--- config.mk ---
export PLATFORM = sky130hd
export DESIGN_NAME = irq5_ctrl
export DESIGN_NICKNAME = d
export VERILOG_FILES = /design/src/rtl/irq5_pkg.sv /design/src/rtl/irq5_sync.sv /design/src/rtl/irq5_edge_cap.sv /design/src/rtl/irq5_prio.sv /design/src/rtl/irq5_ctrl.sv
export SDC_FILE = /design/constraint.sdc
export NUM_CORES = 1
export LEC_CHECK = 0
export BUFFER_PORTS_ARGS = -buffer_cell sky130_fd_sc_hd__buf_2
export CAP_MARGIN = 10
export CORE_AREA = 2 2 45 47
export DETAILED_ROUTE_END_ITERATION = 8
export DIE_AREA = 0 0 47 49
export GPL_TIMING_DRIVEN = 0
export PLACE_DENSITY = 0.74
export SYNTH_ARGS = -nofsm -noshare
export SYNTH_HDL_FRONTEND = slang
export SYNTH_SLANG_ARGS = --single-unit
--- constraint.sdc ---
create_clock -name clk -period 1.65 [get_ports clk]
set_input_delay 0.0825 -clock clk [delete_from_list [all_inputs] [get_ports clk]]
set_output_delay 0.0825 -clock clk [all_outputs]
set_load 0.01 [all_outputs]
--- src/rtl/irq5_pkg.sv ---
package irq5_pkg;
  localparam int LINES    = 5;
  localparam int MASK_W   = 3;
  localparam int IDX_NMI  = 4;
  localparam int IDX_EDGE = 3;
  localparam int IDX_LA   = 2;
  localparam int IDX_LB   = 1;
  localparam int IDX_GEN  = 0;

  // fixed service address per line; the general line gets none
  function automatic logic [15:0] line_vector(input int idx);
    case (idx)
      IDX_NMI:  return 16'h0024;
      IDX_EDGE: return 16'h003C;
      IDX_LA:   return 16'h0034;
      IDX_LB:   return 16'h002C;
      default:  return 16'h0000;
    endcase
  endfunction
endpackage

--- src/rtl/irq5_sync.sv ---
module irq5_sync #(
  parameter int W      = 5,
  parameter int STAGES = 2
) (
  input  logic         clk,
  input  logic         rst_n,
  input  logic [W-1:0] d,
  output logic [W-1:0] q
);
  logic [STAGES-1:0][W-1:0] st;

  always_ff @(posedge clk or negedge rst_n) begin
    if (!rst_n) begin
      st <= '0;
    end else begin
      st[0] <= d;
      for (int i = 1; i < STAGES; i++) st[i] <= st[i-1];
    end
  end

  assign q = st[STAGES-1];
endmodule

--- src/rtl/irq5_edge_cap.sv ---
module irq5_edge_cap #(
  parameter bit HOLD = 1'b0   // 1: request also needs the level to stay high
) (
  input  logic clk,
  input  logic rst_n,
  input  logic lvl,
  input  logic clr,
  output logic req
);
  logic prev_q, cap_q, cap_n, rise;

  assign rise = lvl & ~prev_q;

  generate
    if (HOLD) begin : g_hold
      always_comb cap_n = clr ? 1'b0 : ((cap_q | rise) & lvl);
    end else begin : g_sticky
      always_comb cap_n = clr ? 1'b0 : (cap_q | rise);
    end
  endgenerate

  always_ff @(posedge clk or negedge rst_n) begin
    if (!rst_n) begin
      prev_q <= 1'b0;
      cap_q  <= 1'b0;
    end else begin
      prev_q <= lvl;
      cap_q  <= cap_n;
    end
  end

  assign req = cap_q;
endmodule

--- src/rtl/irq5_prio.sv ---
module irq5_prio
  import irq5_pkg::*;
#(
  parameter int VEC_W = 16
) (
  input  logic [LINES-1:0] cand,
  output logic             any,
  output logic [LINES-1:0] sel,
  output logic [VEC_W-1:0] vec
);
  always_comb begin
    any = 1'b0;
    sel = '0;
    vec = '0;
    for (int i = LINES - 1; i >= 0; i--) begin
      if (cand[i] && !any) begin
        any    = 1'b1;
        sel[i] = 1'b1;
        vec    = VEC_W'(line_vector(i));
      end
    end
  end
endmodule

--- src/rtl/irq5_ctrl.sv ---
module irq5_ctrl
  import irq5_pkg::*;
#(
  parameter int SYNC_STAGES = 2,
  parameter int VEC_W       = 16
) (
  input  logic              clk,
  input  logic              rst_n,
  input  logic [LINES-1:0]  irq_raw,
  input  logic              mask_wr,
  input  logic [MASK_W-1:0] mask_din,
  input  logic              mask_clr_edge,
  input  logic              ien_set,
  input  logic              ien_clr,
  input  logic              accept,
  output logic              irq_pend,
  output logic [VEC_W-1:0]  irq_vec,
  output logic              vec_ext,
  output logic              ext_ack
);
  logic [LINES-1:0]  sync_lv;
  logic [LINES-1:0]  cand, sel;
  logic [MASK_W-1:0] mask_q, mask_n;
  logic              ien_q, ien_n, ack_q, ack_n;
  logic              nmi_req, edge_req, nmi_clr, edge_clr, any, take;

  irq5_sync #(.W(LINES), .STAGES(SYNC_STAGES)) sync_i (
    .clk(clk), .rst_n(rst_n), .d(irq_raw), .q(sync_lv)
  );

  irq5_edge_cap #(.HOLD(1'b1)) nmi_cap_i (
    .clk(clk), .rst_n(rst_n), .lvl(sync_lv[IDX_NMI]), .clr(nmi_clr), .req(nmi_req)
  );

  irq5_edge_cap #(.HOLD(1'b0)) edge_cap_i (
    .clk(clk), .rst_n(rst_n), .lvl(sync_lv[IDX_EDGE]), .clr(edge_clr), .req(edge_req)
  );

  always_comb begin
    cand           = '0;
    cand[IDX_NMI]  = nmi_req;
    cand[IDX_EDGE] = ien_q & ~mask_q[2] & edge_req;
    cand[IDX_LA]   = ien_q & ~mask_q[1] & sync_lv[IDX_LA];
    cand[IDX_LB]   = ien_q & ~mask_q[0] & sync_lv[IDX_LB];
    cand[IDX_GEN]  = ien_q & sync_lv[IDX_GEN];
  end

  irq5_prio #(.VEC_W(VEC_W)) prio_i (
    .cand(cand), .any(any), .sel(sel), .vec(irq_vec)
  );

  assign take     = accept & any;
  assign nmi_clr  = take & sel[IDX_NMI];
  assign edge_clr = (mask_wr & mask_clr_edge) | (take & sel[IDX_EDGE]);

  // next-state
  always_comb begin
    ien_n = ien_q;
    if (ien_set) ien_n = 1'b1;
    if (ien_clr || take) ien_n = 1'b0;
    mask_n = mask_wr ? mask_din : mask_q;
    ack_n  = take & sel[IDX_GEN];
  end

  // registers
  always_ff @(posedge clk or negedge rst_n) begin
    if (!rst_n) begin
      ien_q  <= 1'b0;
      mask_q <= '1;
      ack_q  <= 1'b0;
    end else begin
      ien_q  <= ien_n;
      mask_q <= mask_n;
      ack_q  <= ack_n;
    end
  end

  assign irq_pend = any;
  assign vec_ext  = sel[IDX_GEN];
  assign ext_ack  = ack_q;
endmodule

; ---- Yosys cells after proc, flatten, opt, wreduce, memory -nomap -nowiden
; Index checks and enable logic that the tools add are counted.
; W data, S select, Z words.
[op_classes]
bitwise = 23
reduce_logical = 10
muxes = 16
[ops]
columns = op, count
row1 = $mux W6, 5
row2 = $and A1 B1 Y1, 15
row3 = $mux W1, 11
row4 = $not A1 Y1, 5
row5 = $logic_and A1 B1 Y1, 4
row6 = $logic_not A1 Y1, 4
row7 = $or A1 B1 Y1, 3
row8 = $reduce_bool A2 Y1, 1
row9 = $logic_or A1 B1 Y1, 1
[word_totals]
inputBits = 15
wordCells = 58
reg_bits = 19
output_inout_bits = 19

; ---- Depth between registers and ports, before layout
; Gate-level depths: netlist (run 1).
[logic_depth]
depth_word = 18
mapped_depth = 4
ltp_nobuf = 3

; ---- Modules after synthesis
; From an unflattened synthesis (run 1), not the netlist that was laid out.
[unflattened]
hier_cells = 68
hier_area_um2 = 840.8
[by_module_without_submodules]
columns = module, instances, seq_area_each_um2, cells_each, area_per_inst_um2
row1 = irq5_sync, 1, 250.2, 15, 287.8
row2 = irq5_ctrl, 1, 128.9, 17, 231.5
row3 = irq5_prio, 1, 0.0, 27, 176.4
row4 = irq5_edge_cap (nmi_cap_i), 1, 50.0, 4, 76.3
row5 = irq5_edge_cap (edge_cap_i), 1, 50.0, 5, 68.8

; ---- Worst setup path before layout (run 1)
; Ideal clock, no wire load.
[synth_path]
kind = reg2reg
startpoint = register mask_q[0]
endpoint = register ien_q
synth_period_minus_slack_ns = 1.421
setup_ns = 0.096
path_buffers = 0
required_ns = 1.554
path_stages_with_launch = 4
path_slack_ns = 0.229
t_arrival_ns = 1.325
path_cell_list = dfstp_2 nor2b_4 or4_4 a311oi_2
[synth_via]
elab_chain_len = 11
word_cells_on_any_way = 12
classes_between = 3 x mux / 4 x bitwise / 5 x reduce/logical
[synth_lines]
columns = item, line
row1 = "start, declared", irq5_ctrl.sv:23  ; logic [MASK_W-1:0] mask_q, mask_n;
row2 = "start signal, assigned", irq5_ctrl.sv:73  ; mask_q <= mask_n;
row3 = $not A1 Y1 (*), irq5_ctrl.sv:44  ; cand[IDX_LB] = ien_q & ~mask_q[0] & sync_lv[IDX_LB];
row4 = $and A1 B1 Y1 (*) (2 in series), irq5_ctrl.sv:44
row5 = $logic_and A1 B1 Y1 (*), irq5_prio.sv:16  ; if (cand[i] && !any) begin
row6 = $mux W1 (*), irq5_prio.sv:16
row7 = $logic_not A1 Y1, irq5_prio.sv:16
row8 = $logic_and A1 B1 Y1, irq5_prio.sv:16
row9 = $mux W1 (*), irq5_prio.sv:16
row10 = $and A1 B1 Y1 (*), irq5_ctrl.sv:52  ; assign take = accept & any;
row11 = $logic_or A1 B1 Y1 (*), irq5_ctrl.sv:60  ; if (ien_clr || take) ien_n = 1'b0;
row12 = $mux W1 or $reduce_bool A2 Y1 (tied branches), --
row13 = "end signal, assigned", irq5_ctrl.sv:72  ; ien_q <= ien_n;
row14 = "end, declared", irq5_ctrl.sv:24  ; logic ien_q, ien_n, ack_q, ack_n;
; Every way passes the cells marked *; elsewhere a longest branch is shown, timed or not.
; A chain may end at the register's enable or synchronous reset.

; ---- Worst setup path in the final report (run 1)
[layout_path]
startpoint = register mask_q[0]
endpoint = output port irq_pend
[layout_via]
elab_chain_len = 8
[layout_lines]
columns = item, line
row1 = $not A1 Y1 (*), irq5_ctrl.sv:44
row2 = $and A1 B1 Y1 (*) (2 in series), irq5_ctrl.sv:44
row3 = $logic_and A1 B1 Y1 (*), irq5_prio.sv:16
row4 = $mux W1 (*), irq5_prio.sv:16
row5 = $logic_not A1 Y1, irq5_prio.sv:16
row6 = $logic_and A1 B1 Y1, irq5_prio.sv:16
row7 = $mux W1 (*), irq5_prio.sv:16
row8 = "end, declared", irq5_ctrl.sv:16  ; output logic irq_pend,
; Marks and branches as above.

==> qor.log, run 1 <==
INFO  layout         syn2layout_area_growth=36.7%
INFO  critical_path  timing.critical_path.required=1.57ns
INFO  route          drtIter0Drc=1
INFO  global_route   gr-total-overflow=0
INFO  synthesis      yosysWarnings=0
INFO  synthesis      synth.ff_latch_count=19
INFO  critical_path  crit_fanout=3
INFO  global_route   grt_start_max_net_pins=20
INFO  route          dr_total_vias=528
INFO  route          remaining_drcs=0
INFO  clock_tree     clk_latency=0.28ns
INFO  power_and_ir_drop seq_power_share=58.5%
INFO  synthesis      commonest_register_cell_after_synthesis=dfrtp_1
INFO  global_route   first_global_vias=454
INFO  critical_path  r2r-start=mask_q[0]
INFO  die            die-area=0.00230mm²
INFO  route          wl=1.08mm
INFO  worst_hold_path path_type_of_the_worst_min_delay_path=in -> reg
INFO  critical_path  worst_setup_path_end_kind=output pin
INFO  die            top_level_ports=34
INFO  clock_tree     ctsLongestPathBuffers=2
INFO  run            maxCapViolCount=0
INFO  power_and_ir_drop swShare=23.2%
INFO  global_route   grt_first_pass_wirelength=1.70mm
INFO  timing         report.final.setup_viol=2
INFO  clock_tree     cts_sinks=19
INFO  timing         setup_slack=-0.129ns
INFO  synthesis      yosysUniqueCellTypes=22
INFO  placement      gp_congestion=0.818
INFO  power_and_ir_drop power.net_switching=205µW
INFO  synthesis      syn_area=781µm²
INFO  route          detailedRoute.firstPassIterationCount=2
INFO  route          detail_route.wl_per_cell=8.16µm
INFO  outcome        outcome=finished, violations left
INFO  critical_path  beginning_of_the_critical_path=mask_q[0]
INFO  clock_tree     clock_buffer_count_from_cts=3
INFO  layout         fillers=164
INFO  timing         period_minus_slack=1.78ns
INFO  timing         setup-tns-final=-0.133ns
INFO  layout         design_area=0.00107mm²
INFO  layout         layout.area.seq=479µm²
INFO  power_and_ir_drop static-leakage-power=0.000552µW
INFO  timing         fin_skew=0.00108ns
INFO  route          route.antenna.remaining_nets=0
INFO  layout         post_route_cells_drive_above_1_share=41.0%
INFO  layout         post_layout_nonfiller_instances=132
INFO  clock_tree     clk_transition_reported_paths=0.09ns
INFO  timing         timing_max_transition_violations_final=0
INFO  die            core=0.00184mm²
INFO  clock_tree     post_cts.resized_instances=0
INFO  global_route   grt_use_total=10.3%
INFO  placement      place_ws=0.155ns
INFO  clock_tree     cts_tree=done
INFO  synthesis      synth-edff-count=0
INFO  die            die_w=47µm
INFO  synthesis      post_synth_inst_count=61
INFO  power_and_ir_drop cellInternalPower=679µW
INFO  timing         hold_viol=0
INFO  timing         rsz_0062_raised_after_global_routing=yes
INFO  timing         highest_achievable_clock_rate=562MHz
INFO  layout         multi_input_comb_area=241µm²
INFO  power_and_ir_drop worst_ir_drop_vdd=0.499mV
INFO  placement      port-buffer-count=21
INFO  clock_tree     clock-root-buffer=clkbuf_4
INFO  clock_tree     clock_tree.htree_level_count=1
INFO  synthesis      asyncSetResetFlopFracSynth=100%
INFO  route          post_drt_via_cell_ratio=4.00
INFO  global_route   grt_antenna_before_repair=0
INFO  power_and_ir_drop clk_pwr_share=24.2%
INFO  critical_path  timing.setup.critical_path_class=reg -> out
INFO  die            initial_core_util=42.4%
INFO  critical_path  cp-start-kind=flip-flop
INFO  worst_hold_path timing.hold.worst.start=mask_din[1]
INFO  layout         most-common-layout-cells=buf_2 (21), dfrtp_1 (16), buf_4 (13), conb_1 (12), dlygate4sd3_1 (8)
INFO  layout         commonest_non_fill_non_tap_cell_in_the_layout=buf_2
INFO  power_and_ir_drop cellPowerDensity=828mW/mm²
INFO  critical_path  cp_data_arrival_time=1.70ns
INFO  layout         antenna-diode-count=0
INFO  outcome        violated_checks=negative setup slack
INFO  synthesis      seq_total_area_yosys=61.4%
INFO  timing         min_period_over_period=108%
INFO  die            fp-row-count=16
INFO  die            die_outline_height=49µm
INFO  synthesis      syn-mean-instance-area=12.8µm²
INFO  power_and_ir_drop combPwrFrac=17.4%
INFO  placement      post-place-cells=120
INFO  layout         layout.nets=121
INFO  placement      placement.cell_area=961µm²
INFO  clock_tree     cts_post_setup_buffers_inserted=0
[path summary, 6_finish.rpt]
kind,to,slack [ns],depth (start not counted)
hold / removal,mask_q[1],0.02,2
min in group asynchronous,edge_cap_i.req,0.24,2
setup / recovery,irq_pend,-0.13,4
setup reg to reg,ien_q,0.18,3
max in group asynchronous,mask_q[1],1.09,2
hold reg to reg,sync_i.q[2],0.35,0
[critical path: stages (launching register included)]
cell,delay [ns]
dfstp_2,0.56
nor2b_4,0.05
or4_4,0.51
a21o_1,0.17
buf_2,0.13
[routing by layer]
layer / part of all wire (%) / up-vias / wire, µm / track usage (%)
li1: - / 265 / - / -
met1: 41 / 242 / 437 / 11.8
met2: 52 / 19 / 555 / 16.4
met3: 7.0 / 2 / 75 / 2.22
met4: 0.74 / 0 / 8 / 6.94
met5: 0 / - / 0 / 0
[sequential cells by signal, summed over array words and instances (netlist names)]
name and count:
edge_cap_i.prev_q 1, edge_cap_i.req 1, ext_ack 1, ien_q 1, mask_q 3, nmi_cap_i.prev_q 1
nmi_cap_i.req 1, sync_i.q 5, sync_i.st 5
[synthesized netlist by cell type (2+ instances only)]
library cell / number / area [µm²]
nor2b_1: 3 / 18.8
and3_1: 2 / 12.5
nand2_1: 2 / 7.51
nand2b_1: 3 / 18.8
buf_4: 13 / 97.6
dfstp_2: 3 / 78.8
o21ai_0: 2 / 10.0
mux2_1: 3 / 33.8
dfrtp_1: 16 / 400
nor2_1: 2 / 7.51
[what timing repair did]
item | CTS | global route
pin swaps | 1 | 0
cloned | 0 | 0
hold endpoints to repair | 22 | 1
hold buffers | 7 | 1
endpoints found under the setup margin | 2 | 4
[power groups by stage]
| stage | clock [µW] | combinational, µW | sequential, µW |
|---|---|---|---|
| 3_5_place_dp | 0 | 139 | 527 |
| 5_1_grt | 250 | 171 | 521 |
| 2_1_floorplan | 0 | 93.6 | 522 |
| 3_3_place_gp | 0 | 137 | 525 |
| 6_report | 213 | 153 | 517 |
| 4_1_cts | 228 | 152 | 518 |
[cell families after synthesis]
family	synth area share, %
buffers and inverters	13.0
other	0.480
multiplexers	4.33
AO/OA/AOI/OAI	7.53
AND/OR/NAND/NOR	13.3
flip-flops	61.4
[metrics by stage]
| stage | hold WS, ns | power (µW) | util [%] |
|---|---|---|---|
| floorplan | -0.213 | 616 | - |
| CTS | 0.00649 | 897 | 57.4 |
| global placement | 0.0285 | 662 | 52.2 |
| global route | 0.00163 | 942 | 57.9 |
| finish | 0.0152 | 884 | 57.9 |
| detailed placement | 0.0328 | 666 | 52.2 |
[area by class of cell]
type                            count  share of cell area [%]
Clock buffer                        4                    2.46
Sequential cell                    19                    44.9
Inverter                            1                   0.352
Buffer                             13                    9.14
Tap cell                           27                    3.17
Timing Repair Buffer               29                    17.4
Multi-Input combinational cell     39                    22.6
Note: power is estimated with default switching activity, not from simulation.
==> run 2, diff against run 1 <==
--- a/config.mk
+++ b/config.mk
@@ -12,6 +12,7 @@
 export DIE_AREA = 0 0 47 49
 export GPL_TIMING_DRIVEN = 0
 export PLACE_DENSITY = 0.74
+export SETUP_SLACK_MARGIN = 0.1
 export SYNTH_ARGS = -nofsm -noshare
 export SYNTH_HDL_FRONTEND = slang
 export SYNTH_SLANG_ARGS = --single-unit
==> qor.log, run 2 (synthesis results as in run 1) <==
INFO  timing         highest_achievable_clock_rate=562MHz
INFO  die            die_outline_height=49µm
INFO  clock_tree     ctsLongestPathBuffers=2
INFO  critical_path  worst-r2r-setup-slack=0.18ns
INFO  critical_path  worst_path_max_delay_cell=dfstp_2
INFO  die            core=0.00184mm²
INFO  critical_path  cp-start-kind=flip-flop
INFO  global_route   grt_first_pass_wirelength=1.70mm
INFO  critical_path  crit_path_max_incr_delay=0.56ns
INFO  power_and_ir_drop combPwrFrac=17.4%
INFO  worst_hold_path hold-path-endpoint=mask_q[1]
INFO  timing         hold_viol=0
INFO  layout         layout.nets=121
INFO  clock_tree     clock-root-buffer=clkbuf_4
INFO  layout         commonest_non_fill_non_tap_cell_in_the_layout=buf_2
INFO  timing         report.final.setup_viol=2
INFO  clock_tree     clock_buffer_count_from_cts=3
INFO  critical_path  ff2ff_path_depth=3
INFO  power_and_ir_drop swShare=23.2%
INFO  critical_path  r2r-start=mask_q[0]
INFO  route          route.antenna.remaining_nets=0
INFO  clock_tree     clk_latency=0.28ns
INFO  global_route   first_global_vias=453
INFO  route          remaining_drcs=0
INFO  layout         syn2layout_area_growth=36.7%
INFO  worst_hold_path timing.hold.worst.start=mask_din[1]
INFO  critical_path  timing.setup.critical_path_class=reg -> out
INFO  critical_path  cp_data_arrival_time=1.70ns
INFO  global_route   grt_use_total=10.3%
INFO  timing         rsz_0062_raised_after_global_routing=yes
INFO  die            die_w=47µm
INFO  clock_tree     cts_tree=done
INFO  worst_hold_path path_type_of_the_worst_min_delay_path=in -> reg
INFO  timing         period_minus_slack=1.78ns
INFO  power_and_ir_drop worst_ir_drop_vdd=0.499mV
INFO  route          dr_total_vias=528
INFO  global_route   gr-total-overflow=0
INFO  power_and_ir_drop power.net_switching=205µW
INFO  placement      placement.cell_area=961µm²
INFO  clock_tree     clock_tree.htree_level_count=1
INFO  critical_path  path_cells=nor2b_4 -> or4_4 -> a21o_1 -> buf_2
INFO  route          post_drt_via_cell_ratio=4.00
INFO  route          wl=1.08mm
INFO  die            initial_core_util=42.4%
INFO  power_and_ir_drop clk_pwr_share=24.2%
INFO  critical_path  worst_setup_path_end_kind=output pin
INFO  layout         fillers=164
INFO  route          detail_route.wl_per_cell=8.16µm
INFO  timing         fin_hold_ws=0.0152ns
INFO  power_and_ir_drop static-leakage-power=0.000552µW
INFO  timing         min_period_over_period=108%
INFO  outcome        violated_checks=negative setup slack
INFO  timing         fin_skew=0.00108ns
INFO  timing         timing_max_transition_violations_final=0
INFO  layout         antenna-diode-count=0
INFO  layout         post_route_cells_drive_above_1_share=41.0%
INFO  power_and_ir_drop seq_power_share=58.5%
INFO  timing         setup_slack=-0.129ns
INFO  die            fp-row-count=16
INFO  clock_tree     cts_sinks=19
INFO  critical_path  timing.critical_path.required=1.57ns
INFO  critical_path  crit_fanout=3
INFO  global_route   grt_antenna_before_repair=0
INFO  layout         design_area=0.00107mm²
INFO  power_and_ir_drop cellPowerDensity=828mW/mm²
INFO  run            maxCapViolCount=0
INFO  worst_hold_path min_delay_path_depth=2
INFO  die            top_level_ports=34
INFO  die            die-area=0.00230mm²
INFO  route          drtIter0Drc=1
INFO  power_and_ir_drop cellInternalPower=679µW
INFO  critical_path  worstReg2RegEnd=ien_q
INFO  layout         most-common-layout-cells=buf_2 (21), dfrtp_1 (16), buf_4 (13), conb_1 (12), dlygate4sd3_1 (8)
INFO  placement      port-buffer-count=21
INFO  global_route   grt_start_max_net_pins=20
INFO  clock_tree     clk_transition_reported_paths=0.09ns
INFO  outcome        outcome=finished, violations left
INFO  route          detailedRoute.firstPassIterationCount=2
INFO  placement      gp_congestion=0.818
-- run 2: cell counts in the layout (fill, tap and decap cells not counted) --
Identical to the previous run, type by type.
-- run 2: stage by stage --
step	utilization [%]	instances	power [µW]	setup WS, ns	setup TNS (ns)
3_5_place_dp	52.2	120	666	0.155	0
3_3_place_gp	52.2	120	662	0.156	0
2_1_floorplan	-	72	616	0.229	0
4_1_cts	57.4	131	897	-0.153	-0.171
5_1_grt	57.9	132	942	-0.194	-0.412
6_report	57.9	132	884	-0.129	-0.133
-- run 2: worst max path at each step --
stage | slack (ns) | endpoint | from | cells after the start
after floorplan | 0.23 | ien_q | mask_q[0] | 3
after global placement | 0.16 | irq_pend | mask_q[0] | 4
after detailed placement | 0.15 | irq_pend | mask_q[0] | 4
after CTS | -0.15 | irq_pend | mask_q[0] | 4
after global routing | -0.19 | irq_pend | mask_q[0] | 4
final | -0.13 | irq_pend | mask_q[0] | 4
-- run 2: layout make-up --
class / count / area (µm²) / share of cell area, %
clock buffer: 4 / 26.3 / 2.46
multi-input combinational: 39 / 241 / 22.6
timing repair buffer: 29 / 185 / 17.4
buffer: 13 / 97.6 / 9.14
inverter: 1 / 3.75 / 0.352
sequential: 19 / 479 / 44.9
tap: 27 / 33.8 / 3.17
-- run 2: timing repair --
item | in CTS | in global routing
resized for setup | 0 | 0
hold endpoints to repair | 22 | 1
buffers inserted | 0 | 0
pin swaps | 1 | 0
hold buffers | 7 | 1
endpoints found under the setup margin | 4 | 4
-- run 2: routing by layer --
metal  global-route usage [%]  vias to the layer above  wire, µm
li1                         -                      265         -
met3                     2.22                        2        75
met5                        0                        -         0
met2                     16.4                       19       555
met4                     6.94                        0         8
met1                     11.8                      242       437
-- run 2: power by group through the flow --
stage	Combinational, µW	Sequential [µW]	Clock (µW)
4_1_cts	152	518	228
3_3_place_gp	137	525	0
6_report	153	517	213
3_5_place_dp	139	527	0
5_1_grt	171	521	250
2_1_floorplan	93.6	522	0
-- run 2: worst max-delay path, delay by kind of cell, from the launching register on --
kind / cells / cell delay (ns)
flip-flops: 1 / 0.56
AND/OR/NAND/NOR: 2 / 0.56
AO/OA/AOI/OAI: 1 / 0.17
buffers and inverters: 1 / 0.13
